File: src/rtl/sof_pkg.sv
package sof_pkg;
  localparam int SLOT_W = 6;

  typedef struct packed {
    logic              frameLoad;
    logic [SLOT_W-1:0] slot;
  } strobe_t;
endpackage

File: src/rtl/sof_ctrl.sv
module sof_ctrl
  import sof_pkg::*;
#(
  parameter int BCLK_DIV = 12,
  parameter int SLOTS    = 64
) (
  input  logic    clk,
  input  logic    rstN,
  input  logic    lockIn,
  output strobe_t strb,
  output logic    bclkOut,
  output logic    lrckOut,
  output logic    mclk384Out,
  output logic    mclk256Out
);
  localparam int PH_W = $clog2(BCLK_DIV);
  localparam int HALF = BCLK_DIV / 2;
  localparam logic [PH_W-1:0]   PH_LAST   = PH_W'(BCLK_DIV - 1);
  localparam logic [SLOT_W-1:0] SLOT_LAST = SLOT_W'(SLOTS - 1);

  logic [PH_W-1:0]   phaseCnt;
  logic [SLOT_W-1:0] slotCnt;
  logic              div2;
  logic [1:0]        div3;

  always_ff @(posedge clk) begin
    if (!rstN) begin
      phaseCnt <= '0;
      slotCnt  <= '0;
      div2     <= 1'b0;
      div3     <= 2'd0;
    end else begin
      phaseCnt <= (phaseCnt == PH_LAST) ? '0 : phaseCnt + 1'b1;
      if (phaseCnt == PH_LAST)
        slotCnt <= (slotCnt == SLOT_LAST) ? '0 : slotCnt + 1'b1;
      div2 <= ~div2;
      div3 <= (div3 == 2'd2) ? 2'd0 : div3 + 2'd1;
    end
  end

  always_comb begin
    strb.frameLoad = (phaseCnt == PH_LAST) && (slotCnt == SLOT_LAST);
    strb.slot      = slotCnt;
  end

  assign bclkOut    = (phaseCnt >= PH_W'(HALF));
  assign lrckOut    = ~slotCnt[SLOT_W-1];
  assign mclk384Out = lockIn & div2;
  assign mclk256Out = lockIn & (div3 != 2'd2);

  // the low phase of the 256x clock lasts a single base cycle
  a_r8_low_single: assert property (@(posedge clk) disable iff (!rstN)
    (lockIn && !mclk256Out) |=> (mclk256Out || !lockIn));
  // 384x clock toggles each cycle while locked
  a_r7_toggle: assert property (@(posedge clk) disable iff (!rstN)
    (lockIn && $past(lockIn)) |-> (mclk384Out != $past(mclk384Out)));
endmodule

File: src/rtl/sof_datapath.sv
module sof_datapath
  import sof_pkg::*;
#(
  parameter int SAMPLE_W   = 20,
  parameter int LONG_W     = 20,
  parameter int SHORT_W    = 16,
  parameter int CHAN_SLOTS = 32
) (
  input  logic                clk,
  input  logic                rstN,
  input  logic                lockIn,
  input  logic                modeSel,
  input  logic                inStb,
  input  logic                inChan,
  input  logic [SAMPLE_W-1:0] inData,
  input  logic                inErr,
  input  strobe_t             strb,
  output logic                sdataOut
);
  localparam int K_W = SLOT_W - 1;

  logic [SAMPLE_W-1:0] lastGood [2];
  logic [SAMPLE_W-1:0] txWord   [2];
  logic                activeMode;

  for (genvar ch = 0; ch < 2; ch++) begin : g_chan
    always_ff @(posedge clk) begin
      if (!rstN) begin
        lastGood[ch] <= '0;
        txWord[ch]   <= '0;
      end else begin
        if (strb.frameLoad) txWord[ch] <= lastGood[ch];
        if (lockIn && inStb && !inErr && (inChan == 1'(ch)))
          lastGood[ch] <= inData;
      end
    end

    // a flagged sample leaves the channel's held word untouched
    a_r5_err_hold: assert property (@(posedge clk) disable iff (!rstN)
      (inStb && inErr && (inChan == 1'(ch))) |=> $stable(lastGood[ch]));
    // nothing is stored while unlocked
    a_r9_no_store: assert property (@(posedge clk) disable iff (!rstN)
      !lockIn |=> $stable(lastGood[ch]));
  end

  always_ff @(posedge clk) begin
    if (!rstN) activeMode <= 1'b0;
    else if (strb.frameLoad) activeMode <= modeSel;
  end

  logic           chanSel;
  logic [K_W-1:0] slotK;
  logic           bitVal;

  always_comb begin
    chanSel = strb.slot[SLOT_W-1];
    slotK   = strb.slot[K_W-1:0];
    bitVal  = 1'b0;
    if (activeMode) begin
      if (int'(slotK) < LONG_W) bitVal = txWord[chanSel][int'(slotK)];
    end else begin
      if (int'(slotK) < SHORT_W) bitVal = txWord[chanSel][SAMPLE_W - 1 - int'(slotK)];
    end
  end

  assign sdataOut = lockIn & bitVal;

  // format only moves at a frame start
  a_r6_mode_frame: assert property (@(posedge clk) disable iff (!rstN)
    !strb.frameLoad |=> $stable(activeMode));
endmodule

File: src/rtl/sof_serial_out.sv
module sof_serial_out
  import sof_pkg::*;
#(
  parameter int SAMPLE_W = 20,
  parameter int LONG_W   = 20,
  parameter int SHORT_W  = 16,
  parameter int BCLK_DIV = 12
) (
  input  logic                clk,
  input  logic                rstN,
  input  logic                lockIn,
  input  logic                modeSel,
  input  logic                inStb,
  input  logic                inChan,
  input  logic [SAMPLE_W-1:0] inData,
  input  logic                inErr,
  output logic                sdataOut,
  output logic                bclkOut,
  output logic                lrckOut,
  output logic                mclk384Out,
  output logic                mclk256Out
);
  localparam int SLOTS = 2 ** SLOT_W;

  strobe_t strb;

  sof_ctrl #(.BCLK_DIV(BCLK_DIV), .SLOTS(SLOTS)) u_ctrl (
    .clk(clk), .rstN(rstN), .lockIn(lockIn), .strb(strb),
    .bclkOut(bclkOut), .lrckOut(lrckOut),
    .mclk384Out(mclk384Out), .mclk256Out(mclk256Out)
  );

  sof_datapath #(.SAMPLE_W(SAMPLE_W), .LONG_W(LONG_W), .SHORT_W(SHORT_W),
                 .CHAN_SLOTS(SLOTS / 2)) u_dp (
    .clk(clk), .rstN(rstN), .lockIn(lockIn), .modeSel(modeSel),
    .inStb(inStb), .inChan(inChan), .inData(inData), .inErr(inErr),
    .strb(strb), .sdataOut(sdataOut)
  );

  // data moves only with a falling bit clock
  a_r3_data_on_fall: assert property (@(posedge clk) disable iff (!rstN)
    (!$stable(sdataOut) && $stable(lockIn)) |-> $fell(bclkOut));
  // channel boundary sits on a bit-clock fall
  a_r4_lr_on_fall: assert property (@(posedge clk) disable iff (!rstN)
    !$stable(lrckOut) |-> $fell(bclkOut));
  // quiet outputs without lock
  a_r9_quiet: assert property (@(posedge clk) disable iff (!rstN)
    !lockIn |-> (!sdataOut && !mclk384Out && !mclk256Out));
endmodule

File: config.mk
export PLATFORM = sky130hd
export DESIGN_NAME = sof_serial_out
export DESIGN_NICKNAME = d
export VERILOG_FILES = /design/src/rtl/sof_pkg.sv /design/src/rtl/sof_ctrl.sv /design/src/rtl/sof_datapath.sv /design/src/rtl/sof_serial_out.sv
export SDC_FILE = /design/constraint.sdc
export NUM_CORES = 1
export LEC_CHECK = 0
export ABC_CLOCK_PERIOD_IN_PS = 2900
export BUFFER_PORTS_ARGS = -buffer_cell sky130_fd_sc_hd__clkbuf_2
export CAP_MARGIN = 20
export CORE_MARGIN = 2
export CORE_UTILIZATION = 40
export CTS_CLUSTER_DIAMETER = 120
export DETAILED_ROUTE_END_ITERATION = 7
export GPL_ROUTABILITY_DRIVEN = 1
export GPL_TIMING_DRIVEN = 0
export SLEW_MARGIN = 5
export SYNTH_ARGS = -nofsm -noshare
export SYNTH_HDL_FRONTEND = slang
export SYNTH_SLANG_ARGS = --single-unit
File: constraint.sdc
create_clock -name clk -period 2.9 [get_ports clk]
set_input_delay 0.145 -clock clk [delete_from_list [all_inputs] [get_ports clk]]
set_output_delay 0.145 -clock clk [all_outputs]
set_load 0.01 [all_outputs]
==> results of run 1 <==
-- where the power goes --
part	internal [mW]	leakage, nW	switching (mW)
logic	0.0507	0.954	0.0668
clock network	0.387	0.0872	0.415
registers	1.54	0.922	0.0243
-- cells by family (layout without fill, tap and decap cells) --
kind of cell,count (synthesis),in the layout
mux,27,27
xor+xnor,6,6
buf+inv,28,76
flops,95,95
simple gates,143,143
compound gates,11,11
fa+ha+maj,6,6
-- final timing paths --
kind	start	end	slack, ns	cells after the start
setup / recovery	u_ctrl.slotCnt[2]	sdataOut	0.24	8
hold / removal	modeSel	u_dp.activeMode	0.05	3
setup reg to reg	u_ctrl.phaseCnt[0]	u_dp.txWord[0][12]	0.50	7
hold reg to reg	u_ctrl.div2	u_ctrl.div2	0.41	1
-- layer usage --
layer | up-vias | wire length [µm] | GRT usage [%] | part of all wire [%]
met5 | - | 0 | 0 | 0
met4 | 0 | 140 | 6.227 | 1.9
met3 | 11 | 273 | 3.048 | 3.6
met2 | 45 | 3567 | 22.19 | 47
met1 | 1174 | 3543 | 18.70 | 47
li1 | 1256 | - | - | -
-- layout make-up --
| type | instances | area, µm² | area share, % |
|---|---|---|---|
| Tap cell | 140 | 175.2 | 3.551 |
| Inverter | 8 | 30.03 | 0.6088 |
| Timing Repair Buffer | 33 | 190.2 | 3.856 |
| Buffer | 20 | 105.1 | 2.131 |
| Sequential cell | 95 | 2703 | 54.79 |
| Multi-Input combinational cell | 193 | 1551 | 31.46 |
| Clock inverter | 5 | 50.05 | 1.015 |
| Clock buffer | 10 | 127.6 | 2.588 |
-- worst max-delay path, stage by stage (launching register included) --
cell      delay, ns
dfxtp_1        0.50
buf_2          0.29
inv_1          0.15
ha_1           0.34
nor3_1         0.05
a32o_1         0.27
o311ai_1       0.28
o21ai_1        0.13
clkbuf_2       0.15
-- flip-flops by register name, indices dropped and copies added, names as in the netlist, named ones only --
signal,count
u_dp.lastGood,40
u_dp.txWord,40
u_ctrl.slotCnt,6
u_ctrl.phaseCnt,4
u_ctrl.div3,2
u_ctrl.div2,1
u_dp.activeMode,1
-- layout by cell type (no fill, tap or decap), types with 3 or more instances in the layout --
master,Yosys,layout
edfxtp_1,80,80
and3_1,44,44
and2_1,42,42
clkbuf_2,1,32
nor2_1,16,16
dfxtp_1,15,15
clkbuf_1,13,14
mux2i_1,11,11
nand2_1,10,10
mux4_1,9,9
clkbuf_8,0,9
inv_1,8,8
nor2b_1,8,8
mux4_2,7,7
ha_1,6,6
xnor2_1,5,5
buf_2,4,4
nand3_1,4,4
nor3_1,4,4
nand2b_1,4,3
nor3b_1,3,3
==> run_results.csv, run 1 <==
group,metric,value,unit
status,status,"complete, no violations",
global_routing,grt_max_degree,32,
synth,async_reset_ff_share,0,%
synth,synth.distinct_cells,39,
global_routing,grt_first_pass_wirelength,12460,µm
clock_tree,clk_latency,0.35,ns
cells_and_area,utilization,45.90,%
synth,synthTopCellsByArea,"edfxtp_1, dfxtp_1, and3_1",
synth,synthMuxAreaShare,11.50,%
detailed_routing,drt_iter0_markers,126,
cells_and_area,fillers,1014,
clock_tree,clkTransAtPathRegs,0.09,ns
worst_hold_path,worstHoldPathType,"in2reg",
synth,synthXorXnorAreaFrac,1.199,%
global_routing,antenna_found_initial,0,
cells_and_area,drive_above_1_share,17.58,%
power,power.leakage,1.963,nW
global_routing,grt_usage,14.04,%
power,power.density,504.0,nW/µm²
synth,synth-simple-area-share,18.93,%
sta,fin_ws,0.2418,ns
placed_design,placed_area,4755,µm²
clock_tree,cts_buffer_depth,2,
detailed_routing,vias_per_cell,4.933,
floorplanning,io_pins,32,
clock_tree,hold_buffers,0,
synth,synth_edf_count,80,
cells_and_area,design_area,4932,µm²
run,max-cap-violations,0,
clock_tree,post_cts_buffers,0,
synth,avgSynthCellArea,13.87,µm²
worst_setup_path,cp.required,2.76,ns
floorplanning,die_x,108.7,µm
detailed_routing,ant_nets,0,
floorplanning,die-area,11810,µm²
sta,fin_tns_setup,0,ns
worst_setup_path,crit_path_end_kind,"primary output",
worst_setup_path,path_max_fanout,10,
synth,ys_warn_count,0,
floorplanning,start_util,40.79,%
clock_tree,root_buffer,"clkbuf_8",
placed_design,hpwl,5706,µm
cells_and_area,nets,393,
worst_setup_path,start_kind,"register",
sta,maxSlewViolCount,0,
sta,worst_slew_pin_slew,0.8432,ns
sta,rsz0062_at_grt,"false",
synth,yosysTopAreaCell,"edfxtp_1",
clock_tree,numCtsBuffers,9,
sta,hold_viol,0,
synth,netlist_area,4383,µm²
detailed_routing,drt_wl_total,7524,µm
sta,period_share,91.66,%
synth,synthesis.nets,349,
cells_and_area,area_delta_synth_final,12.53,%
sta,post-route-min-period,2.658,ns
floorplanning,die_h,108.7,µm
synth,ys.flop_type,"edfxtp_1",
worst_setup_path,crit_arrival,2.51,ns
detailed_routing,firstDrtPassIters,4,
global_routing,grt_pass1_vias,2477,
placed_design,place_inst,489,
synth,ys_ff_latch,95,
placed_design,gp_congestion,0.8427,
synth,synth_top_family_by_area,"simple AND/OR/NAND/NOR gates",
synth,synth_cells,316,
placed_design,numPortBuffers,31,
global_routing,overflow,0,
synth,synth_compound_area_share,1.913,%
clock_tree,ctsResizeCount,0,
sta,finClkSkew,0.01158,ns
floorplanning,placementRows,38,
detailed_routing,wire_per_inst,14.93,µm
placed_design,place_ws,0.4798,ns
synth,synth.top_cell.area_share,54.81,%
cells_and_area,final_cells,504,
power,total_power,2.486,mW
synth,yosys.area_share.adder,1.713,%
sta,max_slew_margin,43.65,%
clock_tree,htree_levels,3,
floorplanning,core,10750,µm²
detailed_routing,drc,0,
clock_tree,clock_sinks,95,
sta,clock.fmax,376.2,MHz
synth,synth_commonest_cells,"edfxtp_1, and3_1, and2_1",
sta,finalSetupViolCount,0,
detailed_routing,vias,2486,
sta,hold-worst-slack,0.05435,ns
synth,ys_seq_area_share,61.66,%
power,max-vdd-ir-drop,0.0002381,V
clock_tree,cts_tree,"built",
cells_and_area,antennaDiodeCount,0,
worst_setup_path,worstSetupPathType,"reg2out",
synth,synthMostInstantiatedCell,"edfxtp_1",
No activity file was read; power rests on OpenSTA's default activity.
==> run 2, diff against run 1 <==
--- a/config.mk
+++ b/config.mk
@@ -9,3 +9,3 @@
 export BUFFER_PORTS_ARGS = -buffer_cell sky130_fd_sc_hd__clkbuf_2
-export CAP_MARGIN = 20
+export CAP_MARGIN = 40
 export CORE_MARGIN = 2
@@ -20 +20,2 @@
 export SYNTH_SLANG_ARGS = --single-unit
+export TNS_END_PERCENT = 1
==> constraint.sdc (replaced) <==
create_clock -name clk -period 2.9 [get_ports clk]
set_input_delay 0.435 -clock clk [delete_from_list [all_inputs] [get_ports clk]]
set_output_delay 0.435 -clock clk [all_outputs]
set_load 0.01 [all_outputs]
==> run 2 against run 1 <==
  * Via count shrank 0.28%
  * Flip-flop and latch count unchanged
  * Largest power group unchanged
  * Fmax is 3.4% lower
  * Setup slack got worse by 0.093 ns
  * Register-to-register slack about the same
  * First-iteration DRC count shrank 5.6%
  * Wire length about the same
  * Clock power barely moved
  * Sequential share of layout area about the same
  * Global-route usage unchanged
==> run_results.csv, run 2 (synthesis gave the netlist of run 1 again) <==
group,metric,value,unit
global_routing,antenna_found_initial,0,
global_routing,grt_pass1_vias,2477,
floorplanning,die-area,11810,µm²
floorplanning,placementRows,38,
cells_and_area,drive_above_1_share,17.86,%
sta,post-route-min-period,2.751,ns
cells_and_area,mostFrequentLayoutCells,"edfxtp_1, and3_1, and2_1",
worst_setup_path,cp.required,2.47,ns
cells_and_area,nets,393,
cells_and_area,final_common_cell,"edfxtp_1",
sta,clock.fmax,363.5,MHz
placed_design,place_ws,0.3323,ns
clock_tree,clkTransAtPathRegs,0.09,ns
worst_setup_path,crit_path_end_kind,"primary output",
detailed_routing,vias_per_cell,4.919,
placed_design,numPortBuffers,31,
detailed_routing,firstDrtPassIters,4,
worst_setup_path,crit_arrival,2.32,ns
placed_design,gp_congestion,0.8427,
detailed_routing,drt_wl_total,7522,µm
cells_and_area,area_delta_synth_final,12.67,%
power,total_power,2.487,mW
power,max-vdd-ir-drop,0.0002377,V
detailed_routing,ant_nets,0,
power,power.leakage,1.963,nW
global_routing,grt_usage,14.04,%
detailed_routing,drt_iter0_markers,119,
worst_setup_path,cp_cell_sequence,"buf_4 -> inv_1 -> ha_1 -> nor3_1 -> a32o_1 -> o311ai_1 -> o21ai_1 -> clkbuf_2",
floorplanning,core,10750,µm²
clock_tree,cts_buffer_depth,2,
worst_setup_path,crit_slowest_cell,"dfxtp_2",
cells_and_area,largestRegisters,"u_dp.lastGood: 40 flops, u_dp.txWord: 40 flops, u_ctrl.slotCnt: 6 flops",
worst_setup_path,path_max_fanout,10,
run,max-cap-violations,0,
worst_hold_path,worstHoldPathType,"in2reg",
floorplanning,io_pins,32,
sta,fin_ws,0.1492,ns
global_routing,grt_first_pass_wirelength,12460,µm
detailed_routing,drc,0,
sta,max_slew_margin,43.62,%
clock_tree,numCtsBuffers,9,
floorplanning,die_x,108.7,µm
cells_and_area,antennaDiodeCount,0,
sta,maxSlewViolCount,0,
clock_tree,clock_sinks,95,
detailed_routing,vias,2479,
detailed_routing,wire_per_inst,14.92,µm
sta,hold_viol,0,
worst_setup_path,start_kind,"register",
sta,rsz0062_at_grt,"false",
sta,period_share,94.86,%
clock_tree,clk_latency,0.35,ns
worst_setup_path,max_stage_delay,0.42,ns
clock_tree,htree_levels,3,
sta,finalSetupViolCount,0,
global_routing,overflow,0,
power,power.density,503.6,nW/µm²
clock_tree,cts_tree,"built",
sta,finClkSkew,0.01153,ns
floorplanning,die_h,108.7,µm
sta,worst_slew_pin_slew,0.8436,ns
status,status,"complete, no violations",
cells_and_area,utilization,45.96,%
floorplanning,start_util,40.79,%
global_routing,grt_max_degree,32,
placed_design,hpwl,5706,µm
clock_tree,root_buffer,"clkbuf_8",
worst_setup_path,worstSetupPathType,"reg2out",
run 2: changes by cell type in the layout (fill, tap and decap cells not counted), sizes merged:
cell | previous run | this run
buf | 8 | 7
clkbuf | 55 | 56
run 2: metrics by stage:
step	hold slack (ns)	TNS, ns	std cells	cell area, µm²
6_report	0.3448	0	504	4938
5_1_grt	0.3353	0	504	4938
4_1_cts	0.3208	0	504	4933
3_5_place_dp	0.4037	0	489	4755
3_3_place_gp	0.3943	-35.51	487	4713
2_1_floorplan	0.3840	0	316	4383
run 2: worst paths after layout:
| kind | startpoint | slack [ns] | endpoint | cells after the start |
|---|---|---|---|---|
| worst max-delay path | u_ctrl.slotCnt[2] | 0.15 | sdataOut | 8 |
| worst min-delay path | modeSel | 0.34 | u_dp.activeMode | 3 |
| worst max register to register | u_ctrl.phaseCnt[0] | 0.50 | u_dp.txWord[0][12] | 7 |
| worst min register to register | u_ctrl.div2 | 0.41 | u_ctrl.div2 | 1 |
run 2: layout make-up:
class	count	area, µm²
multi-input combinational	193	1551
timing repair buffer	33	190.2
sequential	95	2704
inverter	8	30.03
clock buffer	10	127.6
tap	140	175.2
buffer	20	110.1
fill	1014	5807
clock inverter	5	50.05
run 2: routing by layer:
| metal | global-route usage [%] | routed length, µm |
|---|---|---|
| met1 | 18.70 | 3547 |
| met5 | 0 | 0 |
| met4 | 6.227 | 140 |
| met2 | 22.19 | 3561 |
| met3 | 3.048 | 272 |
run 2: worst max-delay path: cells and delay by family (launching register included):
family	cells	cell delay [ns]
AND/OR/NAND/NOR	1	0.05
AO/OA/AOI/OAI	3	0.68
flip-flops	1	0.42
buffers and inverters	3	0.47
adder cells (fa/ha/maj)	1	0.34
run 2: where the power goes:
part	total, mW	internal (mW)	switching [mW]
combinational	0.118	0.0507	0.0668
sequential	1.57	1.54	0.0244
clock	0.803	0.387	0.416
total	2.49	1.98	0.507
run 2: timing repair:
| item | CTS | global route |
|---|---|---|
| setup endpoints to repair | 1 | 1 |
| buffers inserted | 0 | 0 |
| hold buffers | 0 | 0 |
| endpoints found under the hold margin | 0 | 0 |
| resized for setup | 1 | 3 |
| gates cloned | 0 | 0 |
==> run 3, diff against run 2 <==
PLACE_DENSITY_LB_ADDON = 0.3   (was unset)
TNS_END_PERCENT = 10   (was 1)
==> run 3 against run 2 <==
  * Die area is the same
  * Hold slack got worse by 0.0066 ns
  * Final cell count grew 0.20%
  * First-iteration DRC count up 7.6%
  * Combinational power is essentially flat
  * Clock skew is 0.00074 ns lower
==> run_results.csv, run 3 (synthesis gave the netlist of run 1 again) <==
group,metric,value,unit
worst_setup_path,crit_arrival,2.32,ns
placed_design,hpwl,5646,µm
worst_setup_path,start_kind,"register",
worst_hold_path,min_from,"modeSel",
sta,rsz0062_at_grt,"false",
worst_setup_path,crit_path_end_kind,"primary output",
cells_and_area,fillers,1010,
placed_design,numPortBuffers,31,
clock_tree,htree_levels,3,
sta,post-route-min-period,2.752,ns
cells_and_area,utilization,45.97,%
global_routing,overflow,0,
worst_hold_path,hold_path_depth,3,
clock_tree,clk_latency,0.36,ns
detailed_routing,firstDrtPassIters,4,
power,power.internal,1.909,mW
run,max-cap-violations,0,
power,power.density,496.8,nW/µm²
detailed_routing,vias,2517,
worst_setup_path,reg2reg_slack,0.38,ns
power,max-vdd-ir-drop,0.0002286,V
clock_tree,cts_tree,"built",
sta,max_slew_margin,46.26,%
global_routing,antenna_found_initial,0,
power,p_sw,0.5450,mW
clock_tree,hold_buffers,0,
sta,hold_viol,0,
sta,maxSlewViolCount,0,
floorplanning,die-area,11810,µm²
power,p_seq_share,63.8,%
worst_setup_path,cp_cell_sequence,"buf_6 -> buf_12 -> mux4_2 -> nand3_1 -> a31oi_1 -> nor4_1 -> o21ai_1 -> clkbuf_2",
global_routing,grt_usage,13.95,%
clock_tree,clkTransAtPathRegs,0.09,ns
floorplanning,core,10750,µm²
power,p_clk_share,31.4,%
cells_and_area,final_common_cell,"edfxtp_1",
cells_and_area,final_cells,505,
floorplanning,io_pins,32,
worst_setup_path,worstReg2RegStart,"u_ctrl.phaseCnt[0]",
floorplanning,die_h,108.7,µm
detailed_routing,ant_nets,0,
placed_design,place_inst,489,
global_routing,grt_pass1_vias,2418,
clock_tree,cts_buffer_depth,2,
placed_design,gp_congestion,0.8113,
cells_and_area,multi_input_area,1551,µm²
detailed_routing,drc,0,
clock_tree,root_buffer,"clkbuf_8",
cells_and_area,largestRegisters,"u_dp.lastGood: 40 flops, u_dp.txWord: 40 flops, u_ctrl.slotCnt: 6 flops",
cells_and_area,area_delta_synth_final,12.70,%
sta,finalSetupViolCount,0,
worst_setup_path,crit_slowest_cell,"mux4_2",
cells_and_area,nets,393,
power,comb_power_share,4.9,%
worst_setup_path,max_stage_delay,0.51,ns
floorplanning,placementRows,38,
worst_hold_path,worstHoldPathType,"in2reg",
power,power.leakage,1.952,nW
status,status,"complete, no violations",
worst_setup_path,path_max_fanout,10,
detailed_routing,drt_wl_total,7657,µm
clock_tree,post_cts_buffers,0,
sta,finClkSkew,0.01080,ns
sta,period_share,94.90,%
clock_tree,clock_sinks,95,
cells_and_area,drive_above_1_share,18.08,%
clock_tree,ctsResizeCount,1,
cells_and_area,antennaDiodeCount,0,
detailed_routing,wire_per_inst,15.16,µm
global_routing,grt_max_degree,25,
cells_and_area,mostFrequentLayoutCells,"edfxtp_1, and3_1, and2_1",
floorplanning,start_util,40.79,%
power,switching_share,22.21,%
cells_and_area,regArea,2706,µm²
clock_tree,numCtsBuffers,9,
floorplanning,die_x,108.7,µm
detailed_routing,vias_per_cell,4.984,
worst_setup_path,worstSetupPathType,"reg2out",
worst_setup_path,cp.required,2.47,ns
global_routing,grt_first_pass_wirelength,12410,µm
detailed_routing,drt_iter0_markers,128,
sta,worst_slew_pin_slew,0.8041,ns
worst_setup_path,r2r_cells,7,
sta,clock.fmax,363.4,MHz
[run 3: changes by cell type in the layout (fill, tap and decap cells not counted), sizes merged]
cell      change
inv           +1
buf           -1
bufinv        -1
clkbuf        +3
clkinvlp      +2
clkinv        -3
[run 3: power groups by stage]
stage                     Combinational [mW]  Clock, mW  Sequential [mW]
after global placement                 0.110          0             1.60
final                                  0.119      0.770             1.56
after global routing                   0.134      0.840             1.57
after CTS                              0.122      0.785             1.57
after floorplan                       0.0685          0             1.59
after detailed placement               0.122          0             1.60
[run 3: final cells by class]
| class | count | share of cell area, % |
|---|---|---|
| Tap cell | 140 | 3.546 |
| Inverter | 8 | 0.6079 |
| Multi-Input combinational cell | 193 | 31.41 |
| Timing Repair Buffer | 33 | 4.002 |
| Clock inverter | 4 | 0.6332 |
| Clock buffer | 12 | 2.736 |
| Buffer | 20 | 2.280 |
| Sequential cell | 95 | 54.79 |
[run 3: worst max-delay path: cells and delay by family, from the launching register on]
family / cells / cell delay, ns
muxes: 1 / 0.51
buffers and inverters: 3 / 0.49
and+or+nand+nor: 2 / 0.38
DFF: 1 / 0.34
AOI/OAI and AO/OA: 2 / 0.24
[run 3: final timing paths]
path / end
worst min register to register: u_ctrl.div2
worst max register to register: u_dp.txWord[1][12]
worst max-delay path: sdataOut
worst min-delay path: u_dp.activeMode
[run 3: metrics by stage]
stage               TNS [ns]  hold WS, ns  power, mW  instance area (µm²)  worst slack [ns]
global placement      -33.02       0.3952      1.708                 4713           -0.7102
global route               0       0.3477      2.546                 4940           0.02858
detailed placement         0       0.4072      1.720                 4762            0.3154
CTS                        0       0.3199      2.474                 4930           0.02426
finish                     0       0.3382      2.454                 4940            0.1479
floorplan                  0       0.3840      1.656                 4383            0.1085
[run 3: metal layers]
layer  GRT usage, %  vias up  wire [µm]
met1          19.40     1203       3672
met3          3.108       11        304
li1               -     1258          -
met5              0        -          0
met4          5.861        0        125
met2          21.21       45       3553
